[config.mk]
export PLATFORM = sky130hd
export DESIGN_NAME = br_resolve_unit
export DESIGN_NICKNAME = d
export VERILOG_FILES = /design/src/rtl/br_pkg.sv /design/src/rtl/br_decode.sv /design/src/rtl/br_operand_sel.sv /design/src/rtl/br_cond_eval.sv /design/src/rtl/br_target.sv /design/src/rtl/br_resolve_unit.sv
export SDC_FILE = /design/constraint.sdc
export NUM_CORES = 1
export LEC_CHECK = 0
export BUFFER_PORTS_ARGS = -buffer_cell sky130_fd_sc_hd__buf_2
export CAP_MARGIN = 20
export CORE_MARGIN = 5
export CORE_UTILIZATION = 30
export DETAILED_ROUTE_END_ITERATION = 10
export HOLD_SLACK_MARGIN = 0.1
export PLACE_DENSITY = 0.55
export REMOVE_ABC_BUFFERS = 1
export SLEW_MARGIN = 20
export SYNTH_ARGS = -nofsm -noshare
export SYNTH_HDL_FRONTEND = slang
export SYNTH_SLANG_ARGS = --single-unit
[constraint.sdc]
create_clock -name clk -period 3.68 [get_ports clk]
set_clock_uncertainty 0.15 [all_clocks]
set_input_delay 0.184 -clock clk [delete_from_list [all_inputs] [get_ports clk]]
set_output_delay 0.184 -clock clk [all_outputs]
set_load 0.02 [all_outputs]
[src/rtl/br_pkg.sv]
// Package: shared encodings and the decoded-instruction record for the
// branch resolution unit. Assumes the opcode layout code[7:4], sel[3], class[2:0].
package br_pkg;

    localparam logic [2:0] CLS_WIDE   = 3'd5;
    localparam logic [2:0] CLS_NARROW = 3'd6;

    typedef enum logic [3:0] {
        C_ALWAYS = 4'h0, C_EQ   = 4'h1, C_UGT  = 4'h2, C_UGE  = 4'h3,
        C_ANY    = 4'h4, C_NE   = 4'h5, C_SGT  = 4'h6, C_SGE  = 4'h7,
        C_CALL   = 4'h8, C_EXIT = 4'h9, C_ULT  = 4'hA, C_ULE  = 4'hB,
        C_SLT    = 4'hC, C_SLE  = 4'hD, C_BADE = 4'hE, C_BADF = 4'hF
    } cond_code_e;

    typedef struct packed {
        logic wide;      // full-width compare class
        logic is_cond;   // outcome depends on the compare
        logic always_go; // unconditional transfer (jump or local call)
        logic call;
        logic quit;      // exit
        logic illegal;
    } dec_t;

endpackage

[src/rtl/br_decode.sv]
// Module: br_decode
// Classifies an opcode into conditional, unconditional, call, exit or
// illegal. Assumes the caller has already split out the source-register field.
module br_decode
    import br_pkg::*;
(
    input  logic [7:0] opcode,
    input  logic [3:0] src_idx,
    output dec_t       dec
);

    logic [2:0] cls;
    logic [3:0] code;
    logic       wide;
    logic       jmp_cls;

    assign cls     = opcode[2:0];
    assign code    = opcode[7:4];
    assign wide    = (cls == CLS_WIDE);
    assign jmp_cls = wide || (cls == CLS_NARROW);

    // Purpose: map class and code onto the decoded record.
    always_comb begin
        dec         = '0;
        dec.wide    = wide;
        if (!jmp_cls) begin
            dec.illegal = 1'b1;
        end else begin
            unique case (cond_code_e'(code))
                C_EQ, C_UGT, C_UGE, C_ANY, C_NE, C_SGT, C_SGE,
                C_ULT, C_ULE, C_SLT, C_SLE: dec.is_cond = 1'b1;
                C_ALWAYS: begin
                    dec.always_go = wide;
                    dec.illegal   = !wide;
                end
                C_CALL: begin
                    if (wide && (src_idx <= 4'd2)) begin
                        dec.call      = 1'b1;
                        dec.always_go = (src_idx == 4'd1);
                    end else begin
                        dec.illegal = 1'b1;
                    end
                end
                C_EXIT: begin
                    dec.quit    = wide;
                    dec.illegal = !wide;
                end
                default: dec.illegal = 1'b1;
            endcase
        end
    end

endmodule

[src/rtl/br_operand_sel.sv]
// Module: br_operand_sel
// Picks the second operand and normalises both operands to DATA_W bits.
// In the narrow class each operand is sign-extended from its low half, which
// preserves equality, bit-test, signed and unsigned order at half width, so
// the comparator needs no width input. Assumes IMM_W equals DATA_W/2.
module br_operand_sel #(
    parameter int DATA_W = 64,
    parameter int IMM_W  = 32
) (
    input  logic              wide,
    input  logic              use_reg,
    input  logic [DATA_W-1:0] dst_val,
    input  logic [DATA_W-1:0] src_val,
    input  logic [IMM_W-1:0]  imm,
    output logic [DATA_W-1:0] op_a,
    output logic [DATA_W-1:0] op_b
);

    localparam int HALF_W = DATA_W / 2;

    logic [DATA_W-1:0] imm_ext;
    logic [DATA_W-1:0] b_raw;

    assign imm_ext = {{(DATA_W-IMM_W){imm[IMM_W-1]}}, imm};
    assign b_raw   = use_reg ? src_val : imm_ext;

    // Purpose: pass full-width operands or fold them to the low half.
    always_comb begin
        if (wide) begin
            op_a = dst_val;
            op_b = b_raw;
        end else begin
            op_a = {{HALF_W{dst_val[HALF_W-1]}}, dst_val[HALF_W-1:0]};
            op_b = {{HALF_W{b_raw[HALF_W-1]}},   b_raw[HALF_W-1:0]};
        end
    end

endmodule

[src/rtl/br_cond_eval.sv]
// Module: br_cond_eval
// Evaluates one of the eleven compare conditions on two DATA_W operands.
// Assumes operands were already normalised for the compare width.
module br_cond_eval
    import br_pkg::*;
#(
    parameter int DATA_W = 64
) (
    input  logic [DATA_W-1:0] op_a,
    input  logic [DATA_W-1:0] op_b,
    input  logic [3:0]        code,
    output logic              cond_true
);

    logic eq, ltu, lts, any;

    assign eq  = (op_a == op_b);
    assign ltu = (op_a < op_b);
    assign lts = ($signed(op_a) < $signed(op_b));
    assign any = |(op_a & op_b);

    // Purpose: select the relation named by the condition code.
    always_comb begin
        unique case (cond_code_e'(code))
            C_EQ:    cond_true = eq;
            C_NE:    cond_true = !eq;
            C_ANY:   cond_true = any;
            C_UGT:   cond_true = !ltu && !eq;
            C_UGE:   cond_true = !ltu;
            C_ULT:   cond_true = ltu;
            C_ULE:   cond_true = ltu || eq;
            C_SGT:   cond_true = !lts && !eq;
            C_SGE:   cond_true = !lts;
            C_SLT:   cond_true = lts;
            C_SLE:   cond_true = lts || eq;
            default: cond_true = 1'b0;
        endcase
    end

endmodule

[src/rtl/br_target.sv]
// Module: br_target
// Forms the next program counter in instruction slots: the fall-through slot,
// plus the sign-extended displacement when taken. Wraps modulo 2^PC_W.
// Assumes PC_W > OFF_W.
module br_target #(
    parameter int PC_W  = 32,
    parameter int OFF_W = 16
) (
    input  logic [PC_W-1:0]  pc,
    input  logic [OFF_W-1:0] offset,
    input  logic             taken,
    output logic [PC_W-1:0]  next_pc
);

    logic [PC_W-1:0] fall_thru;
    logic [PC_W-1:0] disp;

    assign fall_thru = pc + PC_W'(1);
    assign disp      = {{(PC_W-OFF_W){offset[OFF_W-1]}}, offset};

    // Purpose: choose the fall-through slot or the displaced one.
    always_comb begin
        next_pc = taken ? (fall_thru + disp) : fall_thru;
    end

endmodule

[src/rtl/br_resolve_unit.sv]
// Module: br_resolve_unit (top)
// Resolves one jump-class instruction per accepted request and registers
// the outcome. One cycle latency, no back-pressure. Assumes IMM_W = DATA_W/2.
module br_resolve_unit
    import br_pkg::*;
#(
    parameter int DATA_W = 64,
    parameter int IMM_W  = 32,
    parameter int OFF_W  = 16,
    parameter int PC_W   = 32
) (
    input  logic              clk,
    input  logic              rst_n,
    input  logic              in_valid,
    input  logic [7:0]        in_opcode,
    input  logic [3:0]        in_src_idx,
    input  logic [DATA_W-1:0] in_dst_val,
    input  logic [DATA_W-1:0] in_src_val,
    input  logic [IMM_W-1:0]  in_imm,
    input  logic [OFF_W-1:0]  in_offset,
    input  logic [PC_W-1:0]   in_pc,
    output logic              out_valid,
    output logic              out_taken,
    output logic [PC_W-1:0]   out_next_pc,
    output logic              out_call,
    output logic              out_exit,
    output logic              out_illegal
);

    dec_t              dec;
    logic [DATA_W-1:0] op_a, op_b;
    logic              cond_true;
    logic              taken;
    logic [PC_W-1:0]   next_pc;

    br_decode u_dec (
        .opcode  (in_opcode),
        .src_idx (in_src_idx),
        .dec     (dec)
    );

    br_operand_sel #(.DATA_W(DATA_W), .IMM_W(IMM_W)) u_ops (
        .wide    (dec.wide),
        .use_reg (in_opcode[3]),
        .dst_val (in_dst_val),
        .src_val (in_src_val),
        .imm     (in_imm),
        .op_a    (op_a),
        .op_b    (op_b)
    );

    br_cond_eval #(.DATA_W(DATA_W)) u_cmp (
        .op_a      (op_a),
        .op_b      (op_b),
        .code      (in_opcode[7:4]),
        .cond_true (cond_true)
    );

    assign taken = !dec.illegal && (dec.always_go || (dec.is_cond && cond_true));

    br_target #(.PC_W(PC_W), .OFF_W(OFF_W)) u_tgt (
        .pc      (in_pc),
        .offset  (in_offset),
        .taken   (taken),
        .next_pc (next_pc)
    );

    // Purpose: register the resolved outcome of each accepted request.
    always_ff @(posedge clk) begin
        if (!rst_n) begin
            out_valid   <= 1'b0;
            out_taken   <= 1'b0;
            out_next_pc <= '0;
            out_call    <= 1'b0;
            out_exit    <= 1'b0;
            out_illegal <= 1'b0;
        end else begin
            out_valid <= in_valid;
            if (in_valid) begin
                out_taken   <= taken;
                out_next_pc <= next_pc;
                out_call    <= dec.call;
                out_exit    <= dec.quit;
                out_illegal <= dec.illegal;
            end
        end
    end

    // a result only follows an accepted request
    assert_valid_follows_req_R1: assert property (@(posedge clk) disable iff (!rst_n)
        out_valid |-> $past(in_valid));

    // not taken means the fall-through slot
    assert_fallthru_pc_R7: assert property (@(posedge clk) disable iff (!rst_n)
        (out_valid && !out_taken) |-> (out_next_pc == $past(in_pc) + PC_W'(1)));

    // wide unconditional jump with immediate select is always taken
    assert_uncond_taken_R8: assert property (@(posedge clk) disable iff (!rst_n)
        (out_valid && $past(in_opcode) == 8'h05) |-> out_taken);

    // exit never transfers control
    assert_exit_not_taken_R8: assert property (@(posedge clk) disable iff (!rst_n)
        (out_valid && out_exit) |-> !out_taken);

    // a non-jump class is flagged illegal and does nothing
    assert_bad_class_R10: assert property (@(posedge clk) disable iff (!rst_n)
        (out_valid && $past(in_opcode[2:0]) != 3'd5 && $past(in_opcode[2:0]) != 3'd6)
        |-> (out_illegal && !out_taken));

    // flags are mutually exclusive
    assert_flags_exclusive_R11: assert property (@(posedge clk) disable iff (!rst_n)
        $onehot0({out_call, out_exit, out_illegal}));

endmodule

Yosys cells after proc, flatten, opt, wreduce, memory -nomap -nowiden
Cells that the tools add are included.
{ "op_classes": {"add_sub_neg": 2, "n_mul": 0, "div": 0, "order_cmp": 3, "eq_ne": 17, "n_shift": 0, "n_mux": 14, "n_bitwise": 1, "n_reduce_logical": 18} }
{ "op_table": {"columns": ["cell", "count"], "rows": [
  ["$mux 64", 3],
  ["$lt 64x64->1", 2],
  ["$and 64x64->64", 1],
  ["$eq 64x64->1", 1],
  ["$reduce_or 64->1", 1],
  ["$add 32x1->32 const B", 1],
  ["$add 32x32->32", 1],
  ["$mux 32", 1],
  ["$eq 4x4->1 const B", 6],
  ["$eq 4x3->1 const B", 4],
  ["$pmux 1 s11", 1],
  ["$reduce_or 11->1", 1],
  ["$eq 4x1->1 const B", 2],
  ["$eq 4x2->1 const B", 2],
  ["$eq 3x3->1 const B", 2],
  ["$logic_and 1x1->1", 5],
  ["$logic_not 1->1", 5],
  ["$mux 1", 5],
  ["$le 4x2->1 const B", 1],
  ["$logic_not 4->1", 1],
  ["$logic_or 1x1->1", 4],
  ["$mux 4", 1],
  ["$pmux 1 s3", 1],
  ["$mux 2", 1],
  ["other kinds (2)", 2]
]} }
{ "word_totals": {"reg_bits": 37, "latchBits": 0, "mem_bits_rw": 0, "romBits": 0, "inputBits": 223, "out_inout_bits": 37, "word_cells": 61, "n_memories": 0} }

Depth between registers and ports, before layout
{ "depth": {"word_depth": 10, "depth_mapped": 20, "depth_no_buf": 17} }

Modules after synthesis
From an unflattened synthesis, not the netlist that was laid out.
{ "unflattened": {"hier_cells": 1114, "hier_area_um2": 8491.9} }
{ "by_module_without_submodules": {"columns": ["module", "n_inst", "cells_per_inst", "area_per_inst_um2", "seq_area_each_um2"], "rows": [
  ["br_target", 1, 421, 2839.0, 0.0],
  ["br_cond_eval", 1, 334, 2673.8, 0.0],
  ["br_operand_sel", 1, 218, 1417.6, 0.0],
  ["br_resolve_unit", 1, 121, 1406.3, 740.7],
  ["br_decode", 1, 20, 155.1, 0.0]
]} }

Least setup slack after synthesis
Ideal clock, no wire load.
{ "synth_timing": {"path_kind": "input to register", "startpoint": "input in_opcode[0]", "endpoint": "register out_next_pc[10]", "setup_ns": 0.132, "arrival_time_ns": 3.536, "required_ns": 3.398, "setup_slack_ns": -0.139, "path_stages": 18, "n_path_buf": 4, "cell_sequence": "nor2b_1 > and2_1 > clkbuf_1 > buf_1 > a21oi_1 > nor2_1 > ha_1 > nor4_1 > nand4_1 > nor2_1 > a21oi_1 > nor3_1 > or4b_1 > and3_1 > buf_6 > buf_6 > mux2i_1 > a21oi_1"} }
{ "synth_between": {"elab_chain_len": 10, "elab_cells_between_ends": 31, "classes_between": "2 x order compare; 3 x eq/ne; 10 x mux; 1 x bitwise; 15 x reduce/logical"} }
{ "synth_lines": {"columns": ["element", "line_no", "source"], "rows": [
  ["start: declaration", "br_resolve_unit.sv:15", "input logic [7:0] in_opcode,"],
  ["$eq 3x3->1", "br_decode.sv:19", "assign wide = (cls == CLS_WIDE);"],
  ["$mux 64", "br_operand_sel.sv:29", "if (wide) begin"],
  ["$lt 64x64->1 (tied with other cells)", "br_cond_eval.sv:19", "assign lts = ($signed(op_a) < $signed(op_b));"],
  ["$logic_not 1->1 (on tied branches)", null, null],
  ["$logic_and 1x1->1 (on tied branches)", "br_cond_eval.sv:32, br_cond_eval.sv:28", null],
  ["$pmux 1 s11", "br_cond_eval.sv:24", "unique case (cond_code_e'(code))"],
  ["$logic_and 1x1->1", "br_resolve_unit.sv:59", "assign taken = !dec.illegal && (dec.always_go || (dec.is_cond && cond_true));"],
  ["$logic_or 1x1->1", "br_resolve_unit.sv:59", null],
  ["$logic_and 1x1->1 *", "br_resolve_unit.sv:59", null],
  ["$mux 32 *", "br_target.sv:23", "next_pc = taken ? (fall_thru + disp) : fall_thru;"],
  ["end signal: assignment", "br_resolve_unit.sv:81", "out_next_pc <= next_pc;"],
  ["end: declaration", "br_resolve_unit.sv:24", "output logic [PC_W-1:0] out_next_pc,"]
]} }
Mark *: on every way between the ends. The rest lies on a longest branch, timed or not.
A chain may end at the register's enable or synchronous reset.

Worst setup path in the final report
{ "layout_timing": {"startpoint": "input in_opcode[1]", "endpoint": "register out_next_pc[14]"} }
Same word-level chain as after synthesis.

==> results.md <==
* Global route total overflow at 0
* Crit Reg-Reg Endpoint: out_next_pc[26]
* Ports at 260
* Drt pass-1 iters at 5
* Syn-to-layout area delta at 58.7%
* Post-synth EDFFs at 0
* Cell family with most CP delay: simple AND/OR/NAND/NOR gates
* WL final at 29800 um
* Max Fclk at 267 MHz
* VDD IR max at 0.000182 V
* Initial antenna violation count at 2
* Period utilization at 102%
* Synthesized area at 0.00744 mm2
* Sequential share of power at 18.2%
* Iter 0 DRT Violations at 463
* Vias in the first global route at 8959
* Worst Setup Path Type: input pin to register
* RSZ-0062 raised after global routing: true
* Clock H-tree levels at 2
* Fillers at 2464
* GRT Total Usage at 20.1%
* CP Capture Type: register
* Crit path launch: in_opcode[1]
* DR WL/cell at 16.7 um
* Final Setup Violations at 26
* Switching part of the total at 40.0%
* WP buf/inv at 4
* Power Dens Cells at 209 mW/mm2
* Share of layout cells above drive strength 1 at 41.4%
* Tmin final at 3.74 ns
* Yosys reg bits at 37
* Setup crit end: out_next_pc[14]
* R2R setup slack at 2.72 ns
* GPL Wtd Cong at 0.902
* Final slew viol count at 0
* CP Cell Sequence: buf_8 -> nor2b_4 -> nand2_4 -> and2_4 -> buf_12 -> a21o_1 -> ha_4 -> nor4_4 -> buf_4 -> nand4_1 -> nor4_2 -> o32ai_2 -> a21o_1 -> or4b_4 -> and3_4 -> buf_12 -> mux2i_4 -> a21oi_1
* Leak at 6.15 nW
* Ys async rst share at 0%
* Comb power frac at 63.7%
* Most used flip-flop cell after synthesis: dfxtp_1
* Via/cell ratio at 5.02
* Clock Tree Root: clkbuf_16
* Worst hold slack at 0.142 ns
* Reg2Reg Depth at 3
* CTS Buf Count at 5
* Post-synthesis sequential area ratio at 9.95%
* Setup crit start kind: input pin
* Max_cap viols at 0
* Sw Pwr at 0.000990 W
* Final HPWL DP at 23800 um
* Setup ws final at -0.0606 ns
* Die height at 168 um
* Vias at 8936
* Final instance area at 0.0118 mm2
* Reg2reg start: out_next_pc[26]
* CP Data Arrival Time at 3.81 ns
* P_int at 0.00148 W
* Post-route ant nets at 0
* Port Buffer Count at 259
* Nets@finish at 1838
* Worst Tran Pin Value at 0.896 ns
* HP Class: input pin to register
* Clock Latency Late Sink at 0.28 ns
* Initial Util at 30.5%
* Yosys warns at 0
* First-pass GRT wire length at 46600 um
* Instance count on the critical path at 18
* Post-Syn Instances at 988
* Syn_area_per_cell at 7.53 um2
* Clock power share at 18.1%
* Hold depth at 4
* Chip Width at 168 um
* Core ar. at 0.0244 mm2
* DR DRC count at 0
* CTS tree: done
* Max clock buf depth at 2
* Final hold violations at 0
* Status: finished with violations
* Crit-path slowest cell: or4b_4
* Failing checks: negative setup slack
* CTS sink count at 37
* Netlist cell types at 58
* Largest net degree at the start of global routing at 61
* Final core occ at 48.4%
* CTS clk-pin slew, worst paths at 0.06 ns
* Largest stage delay on the critical path at 0.54 ns
* Critical path required time at 3.75 ns
* Rel. slew slack at 38.7%
* Die area at 0.0281 mm2
* FP Rows at 57
* Crit Path Max Fanout at 12
* DP Area at 0.0105 mm2
-- worst register-to-register path: stages, from the launching register on --
cell,delay [ns]
dfxtp_1,0.31
and3_1,0.16
a31oi_1,0.14
o21ai_0,0.10
-- sequential cells by signal (all words and copies together), names as in the netlist --
name         cells
out_illegal      1
out_call         1
out_exit         1
out_taken        1
out_valid        1
out_next_pc     32
-- layer usage --
metal	vias to the layer above	wire, um	global-route usage, %	part of all wire (%)
met5	-	13	0	0.044
met4	2	794	5.36	2.7
met3	47	1810	3.77	6.1
met2	280	14400	35.6	49
met1	4094	12700	24.9	43
li1	4513	-	-	-
-- placed cells by master (no fill, tap or decap), types with 5 or more instances in the layout --
master / count
a211oi_1: 8
a21o_1: 42
a21oi_1: 83
a21oi_2: 17
a31oi_1: 15
and2_1: 5
and3_1: 14
buf_12: 8
buf_16: 5
buf_2: 252
buf_4: 225
buf_6: 6
clkbuf_16: 5
dfxtp_1: 37
ha_1: 148
ha_2: 5
ha_4: 7
inv_1: 94
mux2i_1: 47
mux2i_4: 7
nand2_1: 40
nand3_1: 23
nand4_1: 24
nor2_1: 57
nor2_2: 10
nor2b_1: 13
nor3_1: 7
nor4_1: 11
nor4_2: 10
nor4_4: 6
o211ai_1: 11
o21a_1: 6
o21ai_0: 61
o21bai_1: 8
xnor2_1: 34
xor2_1: 14
-- repair_timing --
action                                  CTS  global route
endpoints found under the setup margin   33            33
setup buffers                            16            21
pin swaps                                44            39
cloned                                    7             0
gates resized for setup                  89            63
hold buffers                              0             0
-- how the worst min path moves through the flow --
stage / start / to
final: in_pc[27] / out_next_pc[27]
after global routing: in_pc[27] / out_next_pc[27]
after CTS: in_pc[27] / out_next_pc[27]
after detailed placement: out_next_pc[2] / out_next_pc[2]
after global placement: out_next_pc[2] / out_next_pc[2]
after floorplan: in_valid / out_next_pc[0]
-- stage by stage --
step / setup TNS, ns / std cells / power (W) / setup slack (ns)
after detailed placement: -18.65 / 1731 / 0.00180 / -0.756
after global placement: -17.89 / 1731 / 0.00179 / -0.728
after floorplan: -33.88 / 948 / 0.00116 / -1.21
after CTS: -0.150 / 1759 / 0.00239 / -0.0361
final: -0.880 / 1779 / 0.00247 / -0.0606
after global routing: -5.50 / 1779 / 0.00267 / -0.213
-- power by group through the flow --
stage / clock [W] / combinational [W] / sequential [W]
2_1_floorplan: 0 / 0.000664 / 0.000491
3_3_place_gp: 0 / 0.00133 / 0.000458
3_5_place_dp: 0 / 0.00134 / 0.000457
4_1_cts: 0.000461 / 0.00148 / 0.000449
5_1_grt: 0.000476 / 0.00174 / 0.000453
6_report: 0.000448 / 0.00158 / 0.000449
-- Yosys cell counts, types with 9 or more instances --
library cell    n  area share [%]
and3_1         15             1.3
nand2_1        44             2.2
a31oi_1        15             1.3
xor2_1         16             1.9
a21o_1         42             4.2
ha_1          160              27
xnor2_1        36             4.2
dfxtp_1        37              10
inv_1          94             4.7
a21oi_1       104             7.0
nor2b_1        14             1.2
mux2i_1        55             7.4
nor2_1         68             3.4
o211ai_1       11             1.1
nor4_1         27             2.3
a211oi_1        9            0.91
o21ai_0        64             4.3
clkbuf_1       28             1.4
nand3_1        25             1.7
nand4_1        24             2.0
-- cells by family (layout without fill, tap and decap cells) --
family,Yosys count,count (layout),synth area share [%]
DFF,37,37,9.95
xor gates and xnor gates,52,52,6.12
adders and majority gates,161,161,27.2
buffers and inverters,134,600,7.19
AOI/OAI and AO/OA,294,294,24.4
muxes,58,58,7.85
and+or+nand+nor,252,252,17.3
other,0,1,0
-- cell type report --
cell class | count | area (um2) | share of cell area, %
multi-input cells | 817 | 6810 | 57.6
diodes | 1 | 2.50 | 0.0212
well taps | 324 | 405 | 3.43
clock buffers | 7 | 143 | 1.21
flip-flops and latches | 37 | 741 | 6.27
inverters | 94 | 353 | 2.99
repair buffers | 499 | 3360 | 28.4
Power figures use the tool's default switching activity.
